--- src/rtl/gtmr16_pkg.sv ---
package gtmr16_pkg;
  localparam int BYTE_W = 8;
  localparam int PRE_W  = 3;

  typedef enum logic [1:0] {
    CLK_INSTR = 2'b00,
    CLK_SYS   = 2'b01,
    CLK_EXT   = 2'b10,
    CLK_NONE  = 2'b11
  } clk_sel_e;

  typedef enum logic [1:0] {
    GSRC_PIN   = 2'b00,
    GSRC_OVF   = 2'b01,
    GSRC_MATCH = 2'b10,
    GSRC_NONE  = 2'b11
  } gate_src_e;

  localparam logic [2:0] ADDR_CTRL = 3'd0;
  localparam logic [2:0] ADDR_GATE = 3'd1;
  localparam logic [2:0] ADDR_CLO  = 3'd2;
  localparam logic [2:0] ADDR_CHI  = 3'd3;
  localparam logic [2:0] ADDR_FLAG = 3'd4;

  // Terminal prescaler count for a 2-bit ratio code: ratio 2**sel, limit ratio-1.
  function automatic logic [PRE_W-1:0] presc_limit(input logic [1:0] sel);
    logic [PRE_W:0] ratio;
    ratio = (PRE_W+1)'(1) << sel;
    return PRE_W'(ratio - (PRE_W+1)'(1));
  endfunction

  // True when one more increment wraps the counter.
  function automatic logic at_wrap(input logic [2*BYTE_W-1:0] v);
    return &v;
  endfunction
endpackage

--- src/rtl/gtmr16_clksrc.sv ---
module gtmr16_clksrc
  import gtmr16_pkg::*;
#(
  parameter int DIV = 4
) (
  input  logic     clk,
  input  logic     rst_n,
  input  logic     run,
  input  logic     sync_en,
  input  clk_sel_e sel,
  input  logic     adv,
  input  logic     clr,
  input  logic     ext_i,
  output logic     tick,
  output logic     ext_tick,
  output logic     armed
);
  localparam int DW = (DIV > 1) ? $clog2(DIV) : 1;
  localparam logic [DW-1:0] DIV_LAST = DW'(DIV - 1);

  logic [DW-1:0] div_q;
  logic s1, s2, e_d, e_now, erise, efall;

  assign e_now = sync_en ? s2 : s1;
  assign erise = e_now & ~e_d;
  assign efall = ~e_now & e_d;
  assign ext_tick = erise & armed;

  always_ff @(posedge clk) begin
    if (!rst_n) begin
      div_q <= '0;
      s1    <= 1'b0;
      s2    <= 1'b0;
      e_d   <= 1'b0;
      armed <= 1'b0;
    end else begin
      s1  <= ext_i;
      s2  <= s1;
      e_d <= e_now;
      armed <= run ? (armed | efall) : 1'b0;
      if (clr) div_q <= '0;
      else if (adv) div_q <= (div_q == DIV_LAST) ? '0 : div_q + 1'b1;
    end
  end

  always_comb begin
    case (sel)
      CLK_INSTR: tick = (div_q == DIV_LAST);
      CLK_SYS:   tick = 1'b1;
      CLK_EXT:   tick = ext_tick;
      default:   tick = 1'b0;
    endcase
  end
endmodule

--- src/rtl/gtmr16_presc.sv ---
module gtmr16_presc
  import gtmr16_pkg::*;
(
  input  logic             clk,
  input  logic             rst_n,
  input  logic             clr,
  input  logic             adv,
  input  logic [1:0]       sel,
  output logic             done,
  output logic [PRE_W-1:0] pre_q,
  output logic [PRE_W-1:0] pre_lim
);
  assign pre_lim = presc_limit(sel);
  assign done    = adv & (pre_q >= pre_lim);

  always_ff @(posedge clk) begin
    if (!rst_n)     pre_q <= '0;
    else if (clr)   pre_q <= '0;
    else if (done)  pre_q <= '0;
    else if (adv)   pre_q <= pre_q + 1'b1;
  end
endmodule

--- src/rtl/gtmr16_gate.sv ---
module gtmr16_gate
  import gtmr16_pkg::*;
(
  input  logic      clk,
  input  logic      rst_n,
  input  logic      en,
  input  gate_src_e src,
  input  logic      pol,
  input  logic      tog_md,
  input  logic      one_md,
  input  logic      go_set,
  input  logic      pin_i,
  input  logic      ovf_i,
  input  logic      match_i,
  output logic      qual,
  output logic      go,
  output logic      done
);
  logic p1, p2, raw, g_s, g_d, tff, level, lvl_d, acq, lrise, lfall;

  always_comb begin
    case (src)
      GSRC_PIN:   raw = p2;
      GSRC_OVF:   raw = ovf_i;
      GSRC_MATCH: raw = match_i;
      default:    raw = 1'b0;
    endcase
  end

  assign level = tog_md ? tff : g_s;
  assign lrise = level & ~lvl_d;
  assign lfall = ~level & lvl_d;
  assign done  = acq & lfall;
  assign qual  = one_md ? acq : level;

  always_ff @(posedge clk) begin
    if (!rst_n) begin
      p1 <= 1'b0; p2 <= 1'b0; g_s <= 1'b0; g_d <= 1'b0;
      tff <= 1'b0; lvl_d <= 1'b0; acq <= 1'b0; go <= 1'b0;
    end else begin
      p1    <= pin_i;
      p2    <= p1;
      g_s   <= raw ^ pol;
      g_d   <= g_s;
      lvl_d <= level;
      if (!en || !tog_md)    tff <= 1'b0;
      else if (g_s && !g_d)  tff <= ~tff;
      if (!one_md)   acq <= 1'b0;
      else if (acq)  acq <= ~lfall;
      else           acq <= go & lrise;
      if (go_set)    go <= 1'b1;
      else if (done) go <= 1'b0;
    end
  end
endmodule

--- src/rtl/gtmr16.sv ---
module gtmr16
  import gtmr16_pkg::*;
#(
  parameter int INSTR_DIV = 4
) (
  input  logic        clk,
  input  logic        rst_n,
  input  logic        bus_wr,
  input  logic        bus_rd,
  input  logic [2:0]  bus_addr,
  input  logic [7:0]  bus_wdata,
  output logic [7:0]  bus_rdata,
  input  logic        ext_clk_i,
  input  logic        gate_pin_i,
  input  logic        tmr_ovf_evt_i,
  input  logic        tmr_match_evt_i,
  output logic        ovf_flag_o,
  output logic        gate_evt_o
);
  localparam int CNT_W = 2 * BYTE_W;

  logic [7:0]       ctrl_q;
  logic [5:0]       gcfg_q;
  logic [CNT_W-1:0] cnt_q;
  logic [BYTE_W-1:0] hi_buf;
  logic             ovf_q, gevt_q;

  // Named events for the checker.
  logic run, wr_ctrl, wr_gate, wr_lo, wr_hi, wr_flag, cnt_wr;
  logic count_en, tick, ext_tick, armed, inc_evt, wrap_evt;
  logic qual, go, gdone;
  logic [PRE_W-1:0] pre_q, pre_lim;

  assign run     = ctrl_q[7];
  assign wr_ctrl = bus_wr && bus_addr == ADDR_CTRL;
  assign wr_gate = bus_wr && bus_addr == ADDR_GATE;
  assign wr_lo   = bus_wr && bus_addr == ADDR_CLO;
  assign wr_hi   = bus_wr && bus_addr == ADDR_CHI;
  assign wr_flag = bus_wr && bus_addr == ADDR_FLAG;
  assign cnt_wr  = wr_lo | wr_hi;
  assign count_en = run & (~gcfg_q[5] | qual);
  assign wrap_evt = inc_evt & at_wrap(cnt_q);

  gtmr16_clksrc #(.DIV(INSTR_DIV)) u_src (
    .clk(clk), .rst_n(rst_n), .run(run), .sync_en(ctrl_q[4]),
    .sel(clk_sel_e'(ctrl_q[1:0])), .adv(count_en), .clr(cnt_wr),
    .ext_i(ext_clk_i), .tick(tick), .ext_tick(ext_tick), .armed(armed)
  );

  gtmr16_presc u_pre (
    .clk(clk), .rst_n(rst_n), .clr(cnt_wr), .adv(count_en & tick),
    .sel(ctrl_q[3:2]), .done(inc_evt), .pre_q(pre_q), .pre_lim(pre_lim)
  );

  gtmr16_gate u_gate (
    .clk(clk), .rst_n(rst_n), .en(gcfg_q[5]), .src(gate_src_e'(gcfg_q[1:0])),
    .pol(gcfg_q[2]), .tog_md(gcfg_q[3]), .one_md(gcfg_q[4]),
    .go_set(wr_gate & bus_wdata[5]), .pin_i(gate_pin_i),
    .ovf_i(tmr_ovf_evt_i), .match_i(tmr_match_evt_i),
    .qual(qual), .go(go), .done(gdone)
  );

  always_ff @(posedge clk) begin
    if (!rst_n) begin
      ctrl_q <= '0; gcfg_q <= '0; cnt_q <= '0; hi_buf <= '0;
      ovf_q <= 1'b0; gevt_q <= 1'b0; bus_rdata <= '0;
    end else begin
      if (wr_ctrl) ctrl_q <= bus_wdata;
      if (wr_gate) gcfg_q <= {bus_wdata[7], bus_wdata[4:0]};
      if (cnt_wr) begin
        if (wr_lo) cnt_q[BYTE_W-1:0]     <= bus_wdata;
        if (wr_hi) cnt_q[CNT_W-1:BYTE_W] <= bus_wdata;
      end else if (inc_evt) begin
        cnt_q <= cnt_q + 1'b1;
      end
      ovf_q  <= wrap_evt | (ovf_q  & ~(wr_flag & bus_wdata[0]));
      gevt_q <= gdone    | (gevt_q & ~(wr_flag & bus_wdata[1]));
      if (bus_rd) begin
        case (bus_addr)
          ADDR_CTRL: bus_rdata <= ctrl_q;
          ADDR_GATE: bus_rdata <= {gcfg_q[5], qual, go, gcfg_q[4:0]};
          ADDR_CLO: begin
            bus_rdata <= cnt_q[BYTE_W-1:0];
            hi_buf    <= cnt_q[CNT_W-1:BYTE_W];
          end
          ADDR_CHI:  bus_rdata <= hi_buf;
          ADDR_FLAG: bus_rdata <= {6'b0, gevt_q, ovf_q};
          default:   bus_rdata <= '0;
        endcase
      end
    end
  end

  assign ovf_flag_o = ovf_q;
  assign gate_evt_o = gevt_q;
endmodule

--- config.mk ---
export PLATFORM = sky130hd
export DESIGN_NAME = gtmr16
export DESIGN_NICKNAME = d
export VERILOG_FILES = /design/src/rtl/gtmr16_pkg.sv /design/src/rtl/gtmr16_clksrc.sv /design/src/rtl/gtmr16_presc.sv /design/src/rtl/gtmr16_gate.sv /design/src/rtl/gtmr16.sv
export SDC_FILE = /design/constraint.sdc
export NUM_CORES = 1
export LEC_CHECK = 0
export ABC_AREA = 1
export CAP_MARGIN = 30
export CORE_ASPECT_RATIO = 0.9
export CORE_MARGIN = 2
export CORE_UTILIZATION = 40
export CTS_BUF_LIST = sky130_fd_sc_hd__clkbuf_8
export DETAILED_ROUTE_END_ITERATION = 8
export PLACE_DENSITY = 0.58
export SLEW_MARGIN = 20
export SYNTH_ARGS = -nofsm -noshare
export SYNTH_HDL_FRONTEND = slang
export SYNTH_SLANG_ARGS = --single-unit
--- constraint.sdc ---
create_clock -name clk -period 2.7 [get_ports clk]
set_input_delay 0.81 -clock clk [delete_from_list [all_inputs] [get_ports clk]]
set_output_delay 0.81 -clock clk [all_outputs]
set_load 0.02 [all_outputs]
==> impl_metrics.toml <==
[setup_path]
critPathMaxStageDelay_ns = 0.62
cp.required_ns = 1.89
crit_type = "register to output port"
path_delay_family = "buffers and inverters"
reg2reg_from = "ctrl_q[2]"
worstPathCellList = "clkdlybuf4s50_1"
critPathCaptureType = "output port"
startpoint = "ovf_flag_o"
critPathBufInv = 1
critPathMaxFanout = 3
crit_arrival_ns = 1.33
startpoint_type = "register"
slowest_stage = "clkdlybuf4s50_1"

[route]
final_antenna_net_count = 0
dr.pass1.iters = 5
drc = 0
num_vias = 3384
first_iter_violations = 228
vias_per_cell = 5.222
wl_per_cell_um = 14.81
wl_um = 9595

[synthesis]
yosysSeqAreaShare_pct = 38.55
synthTopCellsByCount = "nand2_1, dfxtp_1, nor2_1, inv_1, a21oi_1"
ys_seq_elements = 65
synth.avg_cell_area_um2 = 6.606
ys.flop_type = "dfxtp_1"
syn-instance-count = 511
synth_area_leaders = "dfxtp_1, nand2_1, a21oi_1"
yosysWarnings = 0
synth_area_leader_cell = "dfxtp_1"
synth_top_area_share_pct = 38.55
syn_nets = 536
synth.distinct_cells = 32
async_reset_ff_share_pct = 0
synth_edf_count = 0
synth_area_um2 = 3376
synth.most_common_cell = "nand2_1"

[sta]
fin_setup_tns_ns = 0
slew-limit-headroom_pct = 71.59
rsz0062_at_grt = "no"
max_freq_ghz = 0.4666
fin_crit_sh_pct = 79.37
worst_pin_slew_ns = 0.4251
finalCriticalPeriod_ns = 2.143
clock-skew-final_ns = 0.007287
drv_slew = 0
setup_violations = 0
fin_ws_ns = 0.5570
hold_viol = 0

[placed_design]
gp_congestion = 0.9601
place_ws_ns = 0.2468
numPortBuffers = 28
dp.cells = 632
place_hpwl_um = 7312

[die]
die_h_um = 91.15
start_util_pct = 41.64
rows = 31
dieArea_um2 = 9191
boundaryPins = 29
core_um2 = 8107
die_w_um = 100.8

[global_routing]
grt_pass1_wl_um = 15840
antenna_found_initial = 0
grt_use_total_pct = 22.19
first_global_vias = 3200
grt_max_degree = 24
grt_overflow = 0

[cts]
post_cts_buffers = 0
numCtsBuffers = 9
clock-sinks = 65
root_buffer = "clkbuf_8"
h-tree-depth = 3
cts_tree = "yes"
post_cts_resized = 0
clk_pin_slew_worst_paths_ns = 0.08
clockBufferDepth = 2
worstSkewPairLatency_ns = 0.34
hold_buffers = 0

[cells_and_area]
fin_nets = 569
drive_gt1_share_pct = 8.015
n_fill_cell = 845
final_core_util_pct = 49.17
areaGrowthSynthToFinish_pct = 18.09
finalNonFillerCells = 648
diodes = 0

[min_path]
worstHoldPathType = "register to register"
hp-start = "u_gate.p1"

[power]
seqPwrFrac_pct = 48.7
p_comb_share_pct = 9.6
switching_power_mw = 0.5577
swShare_pct = 26.90
p_int_mw = 1.516
finalPower_mw = 2.074
powerDensity_nw_per_um2 = 520.2
p_leak_nw = 1.716
vdd_ir_drop_max_uv = 299.3
p_clk_share_pct = 41.7

[flow_run]
drv_cap = 0

[outcome]
outcome = "finished clean"
## power by group through the flow
stage	Clock, mW	Sequential [mW]	Combinational, mW
2_1_floorplan	0	1.03	0.122
3_3_place_gp	0	1.03	0.196
3_5_place_dp	0	1.03	0.198
4_1_cts	0.886	1.01	0.199
5_1_grt	0.927	1.01	0.226
6_report	0.864	1.01	0.200
## through the flow
step                hold WS [ns]  cell area [um^2]
global placement          0.4057              3782
finish                    0.4259              3986
CTS                       0.4269              3986
floorplan                 0.3905              3376
detailed placement        0.4065              3782
global route              0.4611              3986
## sequential cells by signal, indices dropped and copies added (netlist names), 2 cells and up
signal       cells
ctrl_q           8
u_pre.pre_q      3
cnt_q           16
gcfg_q           6
bus_rdata        8
hi_buf           8
u_src.div_q      2
## worst paths after layout
check             depth (start not counted)  slack [ns]    endpoint
setup / recovery                          1        0.56  ovf_flag_o
hold / removal                            2        0.43   u_gate.p2
setup reg to reg                          9        0.80    cnt_q[5]
hold reg to reg                           2        0.43   u_gate.p2
## cell usage in the layout, fill, tap and decap left out, drive strengths merged
master,instances
a2111oi,1
a21oi,50
and3,1
buf,10
bufinv,1
clkbuf,10
clkdlybuf4s50,28
clkinv,4
clkinvlp,3
dfxtp,65
ha,6
inv,58
nand2,150
nand3,39
nand3b,1
nand4,7
nor2,57
nor3,6
o2111ai,5
o211a,1
o211ai,1
o21ai,39
o31ai,4
or2,1
xor2,1
## cells by family after synthesis
| group | share of synthesized area (%) |
|---|---|
| AND/OR/NAND/NOR | 33.62 |
| AO/OA/AOI/OAI | 16.16 |
| buffers and inverters | 9.192 |
| flip-flops | 38.55 |
| adder cells (fa/ha/maj) | 2.224 |
| XOR/XNOR | 0.2595 |
## area by class of cell
cell class / count / area (um^2) / share of cell area, %
clock buffer: 10 / 137.6 / 3.453
clock inverter: 6 / 66.31 / 1.664
inverter: 60 / 225.2 / 5.650
multi-input combinational: 370 / 1764 / 44.26
sequential: 65 / 1301 / 32.64
tap: 99 / 123.9 / 3.107
timing repair buffer: 38 / 367.9 / 9.228
## metal layers
metal | routed length [um] | track usage, %
met1 | 4729 | 31.56
met2 | 4189 | 33.39
met3 | 529 | 4.696
met5 | 0 | 0
met4 | 146 | 6.849
Note: power is estimated with default switching activity, not from simulation.
